File: src/rtl/hbs_pkg.sv
package hbs_pkg;

  typedef enum logic [2:0] {
    SEQ_IDLE = 3'd0,
    SEQ_ADDR = 3'd1,
    SEQ_WAIT = 3'd2,
    SEQ_DATA = 3'd3,
    SEQ_DONE = 3'd4
  } seq_state_e;

  // Delay code to pipeline tap; a zero code behaves as one stage.
  function automatic int unsigned tap_of_code(input int unsigned code);
    return (code == 0) ? 1 : code;
  endfunction

endpackage

File: src/rtl/hbs_rst_sync.sv
module hbs_rst_sync (
  input  logic clk,
  input  logic rst_n,
  output logic rst_sync_n
);

  logic meta_q;
  logic hold_q;

  always_ff @(posedge clk or negedge rst_n) begin
    if (!rst_n) begin
      meta_q <= 1'b0;
      hold_q <= 1'b0;
    end else begin
      meta_q <= 1'b1;
      hold_q <= meta_q;
    end
  end

  assign rst_sync_n = hold_q;

endmodule

File: src/rtl/hbs_ready_pipe.sv
module hbs_ready_pipe import hbs_pkg::*; #(
  parameter int MAX_DLY = 3,
  parameter int CODE_W  = 2
) (
  input  logic              clk,
  input  logic              rst_ni,
  input  logic              rdy_pin_i,
  input  logic              inv_i,
  input  logic              en_i,
  input  logic [CODE_W-1:0] code_i,
  output logic              stall_o
);

  localparam int NSTG = MAX_DLY + 1;

  logic            busy_in;
  logic [NSTG-1:0] stg_q;
  logic [NSTG-1:0] stg_d;
  logic            tap;

  // A pin level that means "not ready" after polarity selection.
  always_comb busy_in = ~(rdy_pin_i ^ inv_i);

  // Stage 0 and 1 form the synchronizer, the rest are extra delay.
  always_comb begin
    stg_d[0] = busy_in;
    for (int i = 1; i < NSTG; i++) begin
      stg_d[i] = stg_q[i-1];
    end
  end

  always_ff @(posedge clk or negedge rst_ni) begin
    if (!rst_ni) begin
      stg_q <= '0;
    end else begin
      stg_q <= stg_d;
    end
  end

  always_comb begin
    tap = stg_q[1];
    for (int i = 1; i < NSTG; i++) begin
      if (tap_of_code(int'(code_i)) == i) tap = stg_q[i];
    end
  end

  always_comb stall_o = en_i & tap;

endmodule

File: src/rtl/hbs_access_seq.sv
module hbs_access_seq import hbs_pkg::*; #(
  parameter int ADDR_W = 16,
  parameter int WAIT_W = 4
) (
  input  logic              clk,
  input  logic              rst_ni,
  input  logic              stall_i,
  input  logic              req_i,
  input  logic [ADDR_W-1:0] req_addr_i,
  input  logic [WAIT_W-1:0] wait_i,
  output logic              ack_o,
  output logic              cs_n_o,
  output logic              ale_o,
  output logic              dstb_o,
  output logic [ADDR_W-1:0] addr_o
);

  seq_state_e        st_q, st_d;
  logic [WAIT_W-1:0] cnt_q, cnt_d;
  logic [ADDR_W-1:0] addr_q, addr_d;
  logic              hold_phase;
  logic              adv_en;

  always_comb begin
    hold_phase = (st_q == SEQ_WAIT) || (st_q == SEQ_DATA);
    adv_en     = !(stall_i && hold_phase);
  end

  always_comb begin
    st_d   = st_q;
    cnt_d  = cnt_q;
    addr_d = addr_q;
    unique case (st_q)
      SEQ_IDLE: begin
        if (req_i) begin
          st_d   = SEQ_ADDR;
          cnt_d  = wait_i;
          addr_d = req_addr_i;
        end
      end
      SEQ_ADDR: st_d = (cnt_q == '0) ? SEQ_DATA : SEQ_WAIT;
      SEQ_WAIT: begin
        if (cnt_q <= WAIT_W'(1)) st_d = SEQ_DATA;
        else                     cnt_d = cnt_q - WAIT_W'(1);
      end
      SEQ_DATA: st_d = SEQ_DONE;
      SEQ_DONE: st_d = SEQ_IDLE;
      default:  st_d = SEQ_IDLE;
    endcase
  end

  always_ff @(posedge clk or negedge rst_ni) begin
    if (!rst_ni) begin
      st_q   <= SEQ_IDLE;
      cnt_q  <= '0;
      addr_q <= '0;
    end else if (adv_en) begin
      st_q   <= st_d;
      cnt_q  <= cnt_d;
      addr_q <= addr_d;
    end
  end

  always_comb begin
    cs_n_o = !((st_q == SEQ_ADDR) || hold_phase);
    ale_o  = (st_q == SEQ_ADDR);
    dstb_o = (st_q == SEQ_DATA);
    ack_o  = (st_q == SEQ_DONE);
    addr_o = addr_q;
  end

  AST_ADDR_ONE_CYCLE: assert property (@(posedge clk) disable iff (!rst_ni)
    (st_q == SEQ_ADDR) |=> (st_q != SEQ_ADDR));

  AST_HOLD_ON_STALL: assert property (@(posedge clk) disable iff (!rst_ni)
    (stall_i && hold_phase) |=> $stable(st_q) && $stable(cnt_q));

  AST_DATA_BEFORE_ACK: assert property (@(posedge clk) disable iff (!rst_ni)
    $rose(ack_o) |-> $past(st_q == SEQ_DATA));

  AST_SINGLE_ACK: assert property (@(posedge clk) disable iff (!rst_ni)
    ack_o |=> !ack_o);

  AST_WAIT_HAS_COUNT: assert property (@(posedge clk) disable iff (!rst_ni)
    (st_q == SEQ_WAIT) |-> (cnt_q != '0));

endmodule

File: src/rtl/hb_stall_unit.sv
module hb_stall_unit import hbs_pkg::*; #(
  parameter int ADDR_W  = 16,
  parameter int WAIT_W  = 4,
  parameter int MAX_DLY = 3,
  parameter int CODE_W  = 2
) (
  input  logic              clk,
  input  logic              rst_n,
  input  logic              cfg_rdy_en,
  input  logic              cfg_rdy_inv,
  input  logic [CODE_W-1:0] cfg_rdy_dly,
  input  logic [WAIT_W-1:0] cfg_wait,
  input  logic              req_i,
  input  logic [ADDR_W-1:0] req_addr_i,
  output logic              ack_o,
  output logic              bus_cs_n_o,
  output logic              bus_ale_o,
  output logic              bus_dstb_o,
  output logic [ADDR_W-1:0] bus_addr_o,
  input  logic              bus_rdy_i,
  output logic              stall_o
);

  logic rst_i_n;
  logic stall_w;

  hbs_rst_sync u_rst (
    .clk        (clk),
    .rst_n      (rst_n),
    .rst_sync_n (rst_i_n)
  );

  hbs_ready_pipe #(
    .MAX_DLY (MAX_DLY),
    .CODE_W  (CODE_W)
  ) u_pipe (
    .clk       (clk),
    .rst_ni    (rst_i_n),
    .rdy_pin_i (bus_rdy_i),
    .inv_i     (cfg_rdy_inv),
    .en_i      (cfg_rdy_en),
    .code_i    (cfg_rdy_dly),
    .stall_o   (stall_w)
  );

  hbs_access_seq #(
    .ADDR_W (ADDR_W),
    .WAIT_W (WAIT_W)
  ) u_seq (
    .clk        (clk),
    .rst_ni     (rst_i_n),
    .stall_i    (stall_w),
    .req_i      (req_i),
    .req_addr_i (req_addr_i),
    .wait_i     (cfg_wait),
    .ack_o      (ack_o),
    .cs_n_o     (bus_cs_n_o),
    .ale_o      (bus_ale_o),
    .dstb_o     (bus_dstb_o),
    .addr_o     (bus_addr_o)
  );

  assign stall_o = stall_w;

  AST_FREEZE_VISIBLE: assert property (@(posedge clk) disable iff (!rst_i_n)
    (stall_w && bus_dstb_o) |=> bus_dstb_o);

  AST_ALE_NEEDS_CS: assert property (@(posedge clk) disable iff (!rst_i_n)
    $rose(bus_ale_o) |-> $past(bus_cs_n_o));

endmodule

File: config.mk
export PLATFORM = sky130hd
export DESIGN_NAME = hb_stall_unit
export DESIGN_NICKNAME = d
export VERILOG_FILES = /design/src/rtl/hbs_pkg.sv /design/src/rtl/hbs_rst_sync.sv /design/src/rtl/hbs_ready_pipe.sv /design/src/rtl/hbs_access_seq.sv /design/src/rtl/hb_stall_unit.sv
export SDC_FILE = /design/constraint.sdc
export NUM_CORES = 1
export LEC_CHECK = 0
export BUFFER_PORTS_ARGS = -buffer_cell sky130_fd_sc_hd__buf_2
export CAP_MARGIN = 20
export CORE_MARGIN = 3
export CORE_UTILIZATION = 48
export CTS_CLUSTER_SIZE = 25
export DETAILED_ROUTE_END_ITERATION = 6
export PLACE_DENSITY = 0.84
export SYNTH_ARGS = -nofsm -noshare
export SYNTH_HDL_FRONTEND = slang
export SYNTH_SLANG_ARGS = --single-unit
File: constraint.sdc
create_clock -name clk -period 1 [get_ports clk]
set_input_delay 0.15 -clock clk [delete_from_list [all_inputs] [get_ports clk]]
set_output_delay 0.15 -clock clk [all_outputs]
set_load 0.01 [all_outputs]
==> results_dict.tcl <==
set metrics [dict create \
    drc 0 \
    holdPathEnd "u_seq.addr_o[0]" \
    die_w_um 58.7 \
    fin_crit_sh_pct 149 \
    min_path_type "input pin to flip-flop" \
    antenna_found_initial 0 \
    cts_max_path_buffers 2 \
    async_reset_ff_share_pct 100 \
    numCtsBuffers 5 \
    ant_nets 0 \
    critPathLaunchType "flip-flop" \
    synthTopCellsByArea "dfrtp_1, mux2_4, mux2_1" \
    clock_skew_ns 0.00479 \
    worst_hold_startpoint "req_addr_i[0]" \
    antennaDiodeCount 0 \
    place_congestion 0.917 \
    netlist_area_sq_um 1330 \
    nNetsFinal 233 \
    ff2ff_path_depth 5 \
    tritoncts "done" \
    required_ns 1.25 \
    irDropWorstVdd_mv 2.75 \
    final_core_util_pct 88.3 \
    critical_path.top_delay_family "flip-flops" \
    synth_edf_count 0 \
    violations "negative setup slack" \
    end_kind "flip-flop" \
    wl_um 4400 \
    die-height_um 58.7 \
    cp.arrival_ns 1.74 \
    die_area_sq_um 3440 \
    fmax_ghz 0.670 \
    syn_nets 137 \
    floorplan.initialDensity_pct 51.9 \
    cp_max_fo 3 \
    ys.flop_type "dfrtp_1" \
    grt_use_total_pct 23.8 \
    leakagePower_nw 1.10 \
    grt_max_degree 16 \
    ys_ff_latch 29 \
    htree_levels 2 \
    area_growth_syn_to_layout_pct 70.0 \
    firstDrtPassIters 4 \
    grt_overflow 0 \
    reg2reg_slack_ns -0.49 \
    path_class "flip-flop to flip-flop" \
    path_cells "inv_2 > ha_4 > o21ai_4 > or3_1 > a311oi_2" \
    place_hpwl_um 2290 \
    grt_pass1_vias 1308 \
    ys_types 38 \
    layout-drive-gt1-share_pct 68.6 \
    via_per_inst 5.60 \
    clkLatencyLatePin_ns 0.34 \
    grt_first_pass_wirelength_um 6140 \
    fin_crit_ns 1.49 \
    power.density_nw_per_um2 3270 \
    routed-via-count 1311 \
    core-area_sq_um 2570 \
    yosysTopAreaCell "dfrtp_1" \
    cts.sinks 29 \
    crit_buf_inv 1 \
    rsz0062_at_grt "yes" \
    syn_inst 107 \
    portBuffers 48 \
    drt_iter0_drc 59 \
    setup_violations 44 \
    max_cap_violations 0 \
    cts_root_buf "clkbuf_4" \
    syn_area_per_cell_sq_um 12.5 \
    setup_ws_ns -0.493 \
    whs_path_depth 2 \
    crit_path_top_delay_cell "dfrtp_1" \
    r2r_start "u_seq.cnt_q[0]" \
    setup_tns_ns -11.41 \
    maxSlewViolCount 0 \
    ys.warnings.count 0 \
    io_pins 49 \
    yosysSeqAreaShare_pct 54.5 \
    wl_per_cell_um 18.8 \
    cts.clk_slew.worst_paths_ns 0.10 \
    r2r-end "u_seq.st_q[0]" \
    cpPeakStageDelay_ns 0.45 \
    status "finished, violations left" \
    hold_viol 0 \
    synth_top_cell_area_share_pct 54.5 \
    num_rows 18 \
]
-- timing repair --
item / 4_1_cts / 5_1_grt
pin swaps: 10 / 8
endpoints found under the setup margin: 42 / 44
buffers inserted: 14 / 9
gates cloned: 2 / 1
hold buffers: 3 / 0
resized for setup: 23 / 21
hold endpoints to repair: 3 / 0
-- sequential cells by signal (all words and copies together), names as in the netlist --
| register | cells |
|---|---|
| u_seq.st_q | 3 |
| u_rst.meta_q | 1 |
| u_pipe.stg_q | 4 |
| u_seq.addr_o | 16 |
| u_seq.cnt_q | 4 |
| u_rst.rst_sync_n | 1 |
-- layout make-up --
class                           instances  area, sq um
Clock buffer                            6         51.3
Clock inverter                          2         13.8
Fill cell                             110          302
Inverter                                6         25.0
Multi-Input combinational cell         68          703
Sequential cell                        29          727
Tap cell                               30         37.5
Timing Repair Buffer                   93          708
-- cells by family (layout without fill, tap and decap cells) --
group | count (synthesis) | count (layout) | share of synthesized area (%)
flops | 29 | 29 | 54.5
simple gates | 29 | 29 | 11.9
compound gates | 18 | 18 | 10.3
mux | 17 | 17 | 16.5
buf+inv | 10 | 107 | 3.94
fa+ha+maj | 2 | 2 | 1.88
other cells | 1 | 1 | 0.281
xor+xnor | 1 | 1 | 0.657
-- worst max path at each step --
stage	slack (ns)	start	cells past startpoint	to
2_1_floorplan	-0.46	u_seq.st_q[2]	5	u_seq.addr_o[10]
3_3_place_gp	-0.36	u_seq.cnt_q[1]	5	u_seq.st_q[0]
3_5_place_dp	-0.39	u_seq.cnt_q[1]	5	u_seq.st_q[0]
4_1_cts	-0.44	u_pipe.stg_q[2]	5	stall_o
5_1_grt	-0.54	u_seq.cnt_q[0]	5	u_seq.st_q[0]
6_report	-0.49	u_seq.cnt_q[0]	5	u_seq.st_q[0]
-- per-layer routing --
metal	global-route usage, %	routed length (um)	share of wire [%]
met3	7.46	366	8.3
met2	37.5	2120	48
met4	14.6	180	4.1
met5	0	0	0
met1	28.2	1730	39
-- placed cells by master (no fill, tap or decap), types with 3 or more instances in the layout --
cell and n:
nor3b_2 3, nor2_1 4, dfrtp_1 28, nor3_2 3, nand4_1 3, buf_2 45, buf_4 28, nand2_1 5
buf_6 12, mux2_4 16, clkbuf_4 5, dlygate4sd3_1 3, inv_2 3
-- worst register-to-register path, cell delays in order, from the launching register on --
cell,delay [ns]
dfrtp_1,0.45
inv_2,0.10
ha_4,0.15
o21ai_4,0.06
or3_1,0.38
a311oi_2,0.26
-- stage by stage --
step           worst slack [ns]  hold WS (ns)  cells  area (sq um)  total power (W)
6_report                 -0.493        0.0428    234          2270          0.00742
5_1_grt                  -0.540        0.0282    234          2270          0.00774
4_1_cts                  -0.436        0.0295    226          2130          0.00659
3_5_place_dp             -0.395       -0.0604    200          1770          0.00491
3_3_place_gp             -0.359       -0.0631    200          1770          0.00478
2_1_floorplan            -0.463        -0.146    107          1370          0.00375
-- synthesized netlist by cell type (2+ instances only) --
library cell	instances
dfrtp_1	29
mux2_1	8
mux2_4	8
inv_1	5
nand2_1	5
nor2_1	5
nand4_1	3
nor3_1	3
nor3b_1	3
a311oi_1	2
a31oi_1	2
buf_6	2
ha_1	2
nand3_1	2
nor2b_1	2
o21ai_0	2
o21ai_1	2
o22ai_1	2
-- where the power goes --
group,internal [W],switching [W]
sequential,0.00167,0.000342
combinational,0.00263,0.00198
clock,0.000342,0.000446
total,0.00464,0.00277
Power figures use the tool's default switching activity.
